File: config.mk
export PLATFORM = sky130hd
export DESIGN_NAME = hdb3_channel_codec
export DESIGN_NICKNAME = d
export VERILOG_FILES = /design/src/rtl/hdb3_channel_codec.sv
export SDC_FILE = /design/constraint.sdc
export NUM_CORES = 1
export LEC_CHECK = 0
export BUFFER_PORTS_ARGS = -buffer_cell sky130_fd_sc_hd__buf_4
export CORE_ASPECT_RATIO = 0.75
export CORE_UTILIZATION = 48
export CTS_CLUSTER_SIZE = 8
export DETAILED_ROUTE_END_ITERATION = 8
export GPL_TIMING_DRIVEN = 0
export PLACE_DENSITY_LB_ADDON = 0.1
export SETUP_SLACK_MARGIN = 0.3
export SLEW_MARGIN = 30
export SYNTH_ARGS = -nofsm -noshare
export SYNTH_HDL_FRONTEND = slang
export SYNTH_SLANG_ARGS = --single-unit
File: constraint.sdc
create_clock -name clk -period 1.3 [get_ports clk]
set_input_delay 0.26 -clock clk [delete_from_list [all_inputs] [get_ports clk]]
set_output_delay 0.26 -clock clk [all_outputs]
set_load 0.005 [all_outputs]
File: src/rtl/hdb3_channel_codec.sv
module hdb3_channel_codec (
  input  logic clk,
  input  logic rst_n,
  input  logic ami_sel,
  input  logic tx_data,
  input  logic tx_ones_en,
  input  logic loopback_en,
  input  logic line_rx_pos,
  input  logic line_rx_neg,
  input  logic rx_los,
  input  logic auto_rx_ones_en,
  output logic line_tx_pos,
  output logic line_tx_neg,
  output logic rx_data,
  output logic rx_cv
);

  logic [2:0] enc_mark, enc_viol;
  logic       enc_last_pos, enc_odd;
  logic       tx_bit, subst, b_pulse, emit;

  assign tx_bit  = tx_data | tx_ones_en;
  assign subst   = !ami_sel && !tx_bit && (enc_mark == 3'b000);
  assign b_pulse = subst && !enc_odd;
  assign emit    = enc_mark[2] | b_pulse;

  always_ff @(posedge clk or negedge rst_n) begin
    if (!rst_n) begin
      enc_mark     <= '0;
      enc_viol     <= '0;
      enc_last_pos <= 1'b0;
      enc_odd      <= 1'b0;
      line_tx_pos  <= 1'b0;
      line_tx_neg  <= 1'b0;
    end else begin
      enc_mark <= {enc_mark[1:0], tx_bit | subst};
      enc_viol <= {enc_viol[1:0], subst};
      if (!emit) begin
        line_tx_pos <= 1'b0;
        line_tx_neg <= 1'b0;
      end else if (enc_viol[2]) begin
        line_tx_pos <= enc_last_pos;
        line_tx_neg <= !enc_last_pos;
        enc_odd     <= 1'b0;
      end else begin
        line_tx_pos  <= !enc_last_pos;
        line_tx_neg  <= enc_last_pos;
        enc_last_pos <= !enc_last_pos;
        enc_odd      <= !enc_odd;
      end
    end
  end

  logic [1:0] dec_in, raw_mark, zrun;
  logic [2:0] dec_data, dec_cv;
  logic       dec_last_pos, dec_seen;
  logic       in_mark, same_pol, v_ok, cv_now, ais;

  assign dec_in   = loopback_en ? {line_tx_pos, line_tx_neg} : {line_rx_pos, line_rx_neg};
  assign in_mark  = |dec_in;
  assign same_pol = in_mark && dec_seen && (dec_in[1] == dec_last_pos);
  assign v_ok     = same_pol && !ami_sel && (raw_mark == 2'b00);
  assign cv_now   = (same_pol && !v_ok) ||
                    (!in_mark && !ami_sel && dec_seen && zrun == 2'd3);
  assign ais      = auto_rx_ones_en && rx_los && !loopback_en;

  always_ff @(posedge clk or negedge rst_n) begin
    if (!rst_n) begin
      raw_mark     <= '0;
      zrun         <= '0;
      dec_data     <= '0;
      dec_cv       <= '0;
      dec_last_pos <= 1'b0;
      dec_seen     <= 1'b0;
      rx_data      <= 1'b0;
      rx_cv        <= 1'b0;
    end else begin
      raw_mark <= {raw_mark[0], in_mark};
      dec_cv   <= {dec_cv[1:0], cv_now};
      dec_data <= v_ok ? 3'b000 : {dec_data[1:0], in_mark};
      rx_data  <= ais | (dec_data[2] & !v_ok);
      rx_cv    <= !ais & dec_cv[2];
      if (in_mark) begin
        dec_last_pos <= dec_in[1];
        dec_seen     <= 1'b1;
        zrun         <= '0;
      end else if (zrun != 2'd3) begin
        zrun <= zrun + 2'd1;
      end
    end
  end

endmodule

==> qor.csv <==
stage,metric,value,unit
run_status,status,"finished, violations left",
run_status,failing checks,setup timing,
global_routing,gr ovfl total,0,
routing,DRC,0,
routing,vias,653,
sta,Final Cycle Share,106,%
cells_and_area,fillcell total,125,
cells_and_area,"commonest non-fill, non-tap cell in the layout",dfrtp_1,
yosys,post-synthesis mux area share,2.16,%
yosys,Synth Area in Simple Gates,12.3,%
setup_path,worst reg2reg path startpoint,line_tx_neg$_DFF_PN0_,
min_path,Hold WC Path Type,input pin to flop,
yosys,Post-Synth Adder-Cell Area,1.35,%
power,VDD IR max,0.000943,V
placement,routability cong.,0.742,
cells_and_area,Non-Filler Instances,122,
yosys,leading area contributor after synthesis,dfrtp_1,
sta,Max Freq,0.723,GHz
power,Pwr Density,1660,mW/mm^2
power,overall power,2.11,mW
setup_path,Worst Setup EP,dec_cv[0]$_DFF_PN0_,
setup_path,Crit Path Class,flop to flop,
routing,Routed WL per cell,14.9,um
sta,Final Skew,0.00670,ns
yosys,xor/xnor share of the synthesized area,3.77,%
floorplanning,top-level I/O count,14,
power,P_int,1.47,mW
cells_and_area,Antenna diodes,0,
power,power share of the clock group,14.7,%
power,Psw,641,uW
floorplanning,die height,40.1,um
routing,DR vias/cell,5.35,
sta,final hold violation count,0,
cells_and_area,P&R area growth vs syn,37.1,%
global_routing,first-pass GRT wire length,2.75,mm
clock_network,CTS Root Cell,clkbuf_4,
setup_path,"Max FO, Critical Path",4,
power,Switching Share,30.4,%
floorplanning,Die W,52.8,um
yosys,Seq cells post-synth,24,
floorplanning,initial core utilization,52.4,%
setup_path,crit path launch type,flop,
cells_and_area,Final Util,71.8,%
yosys,Mapped Area,928,sq um
sta,RSZ-0062 raised after global routing,true,
setup_path,R2R depth,3,
sta,final setup violation count,4,
setup_path,Worst Setup SP,line_tx_neg$_DFF_PN0_,
clock_network,CTS tree,yes,
sta,Slew @ Worst Pin,0.389,ns
clock_network,CTS Buffer Depth,2,
yosys,Synth top area share,64.7,%
clock_network,clk slew on worst S/H paths,0.12,ns
job,max_cap viols,0,
global_routing,largest net degree at the start of global routing,25,
sta,fin worst setup slack,-0.0829,ns
cells_and_area,share of layout cells above drive strength 1,42.0,%
yosys,number of flops mapped to enable cells by yosys,0,
routing,Post-Route WL,1.82,mm
floorplanning,Rows,13,
setup_path,r2r setup slk,-0.08,ns
power,Seq pwr share,49.6,%
floorplanning,Core ar.,0.00177,sq mm
yosys,Yosys Warn Count,0,
routing,Post-DRT Antenna Nets,0,
sta,setup TNS,-0.286,ns
yosys,largest family of logic cells by synthesized area,compound AO/OA/AOI/OAI gates,
routing,drt pass-1 iters,4,
sta,Slew headroom,74.0,%
clock_network,TritonCTS buffer count,3,
power,Combinational Power Share,35.7,%
yosys,Post-synth ARST share,100,%
global_routing,Overall Global Routing Usage,19.8,%
setup_path,CP required,1.54,ns
setup_path,CP Data Arrival Time,1.62,ns
clock_network,CTS sink cnt,24,
cells_and_area,# nets final,113,
floorplanning,area of the die,0.00212,sq mm
global_routing,initial antenna violation count,0,
yosys,cell count after synthesis,75,
global_routing,vias in the first global route,629,
cells_and_area,most frequent cells in the layout,"23 x dfrtp_1, 16 x buf_4, 6 x buf_6, 5 x nor2_1, 5 x inv_1",
routing,number of DRC markers in iteration 0,4,
placement,DP HPWL,1.09,mm
yosys,Yosys cell types,27,
yosys,Compound-Gate Fraction of Synth Area,13.2,%
setup_path,r2r endpoint,dec_cv[0]$_DFF_PN0_,
clock_network,Worst-Skew Late Latency,0.30,ns
sta,count of pins over their slew limit,0,
yosys,register area share after synthesis,64.7,%
setup_path,crit end category,flop,
yosys,Synth Flop Type,dfrtp_1,
power,Pleak,0.555,nW
sta,Final min period,1.38,ns
yosys,Area contributors post-synth,"dfrtp_1 65%, nor2_1 2.8%, a21oi_1 2.7%",
yosys,Avg Inst Size Synth,12.4,sq um
clock_network,depth of the CTS H-tree,1,
placement,# port buffers,12,
yosys,Post-Synthesis Net Count,86,
placement,placed insts,109,
## sequential cells by signal (all words and copies together), names as in the netlist
register      count
dec_cv            3
dec_data          3
dec_last_pos      1
dec_seen          1
enc_last_pos      1
enc_mark          3
enc_odd           1
enc_viol          3
line_tx_neg       1
line_tx_pos       1
raw_mark          2
rx_cv             1
rx_data           1
zrun              2
## through the flow
stage | cell area [sq um] | hold WS [ns] | setup slack, ns
floorplan | 951 | -0.0356 | 0.0204
global placement | 1070 | 0.170 | -0.0590
CTS | 1190 | 0.205 | -0.0632
detailed placement | 1070 | 0.169 | -0.112
global route | 1270 | 0.211 | -0.145
finish | 1270 | 0.230 | -0.0829
## Yosys cell counts (all sizes together) (2+ instances only)
cell type and count:
nor2 7, xor2 2, dfrtp 24, a21boi 3
or3b 2, a21oi 5, inv 5, nand3b 2
nor3 2, nand2 3, a32oi 2, and2 2
mux2i 2, xnor2 2
## power by group through the flow
| stage | clock network (mW) | logic (mW) | registers [mW] |
|---|---|---|---|
| after floorplan | 0 | 0.255 | 1.04 |
| after global placement | 0 | 0.392 | 1.05 |
| after detailed placement | 0 | 0.415 | 1.06 |
| after CTS | 0.315 | 0.574 | 1.04 |
| after global routing | 0.345 | 0.818 | 1.07 |
| final | 0.310 | 0.754 | 1.05 |
## cells by family after synthesis
group,count (synthesis)
mux,2
xor+xnor,4
flops,24
simple gates,21
compound gates,17
fa+ha+maj,1
buf+inv,6
## layout make-up
type / count / area (sq um) / share of cell area [%]
clock buffer: 3 / 22.5 / 1.77
buffer: 1 / 7.51 / 0.590
tap: 22 / 27.5 / 2.16
multi-input combinational: 45 / 404 / 31.8
timing repair buffer: 22 / 190 / 14.9
sequential: 24 / 602 / 47.3
inverter: 5 / 18.8 / 1.47
## per-layer routing
layer / track usage [%] / part of all wire [%] / up-vias / wire length [um]
li1: - / - / 309 / -
met1: 21.2 / 42 / 324 / 770
met2: 36.7 / 53 / 18 / 963
met3: 6.82 / 4.1 / 2 / 74
met4: 7.89 / 0.39 / 0 / 7
met5: 0 / 0 / - / 0
## worst max-delay path, stage by stage, from the launching register on
cell and delay [ns]:
dfrtp_1 0.43, or3b_4 0.41, a32oi_4 0.32, o2bb2ai_1 0.15
## worst min path at each step
stage	from	to	slack, ns	depth (start not counted)
final	loopback_en	dec_last_pos$_DFFE_PN0P_	0.23	2
after global routing	loopback_en	dec_last_pos$_DFFE_PN0P_	0.21	2
after CTS	loopback_en	dec_last_pos$_DFFE_PN0P_	0.20	2
after detailed placement	rst_n	rx_cv$_DFF_PN0_	0.17	1
after global placement	rst_n	dec_last_pos$_DFFE_PN0P_	0.17	1
after floorplan	rst_n	dec_cv[0]$_DFF_PN0_	-0.04	0
## repair_timing
action / CTS / global route
hold buffers: 1 / 0
endpoints found under the setup margin: 15 / 20
setup buffers: 6 / 3
hold endpoints to repair: 24 / 0
resized for setup: 12 / 12
pin swaps: 6 / 2
No activity file was read; power rests on OpenSTA's default activity.
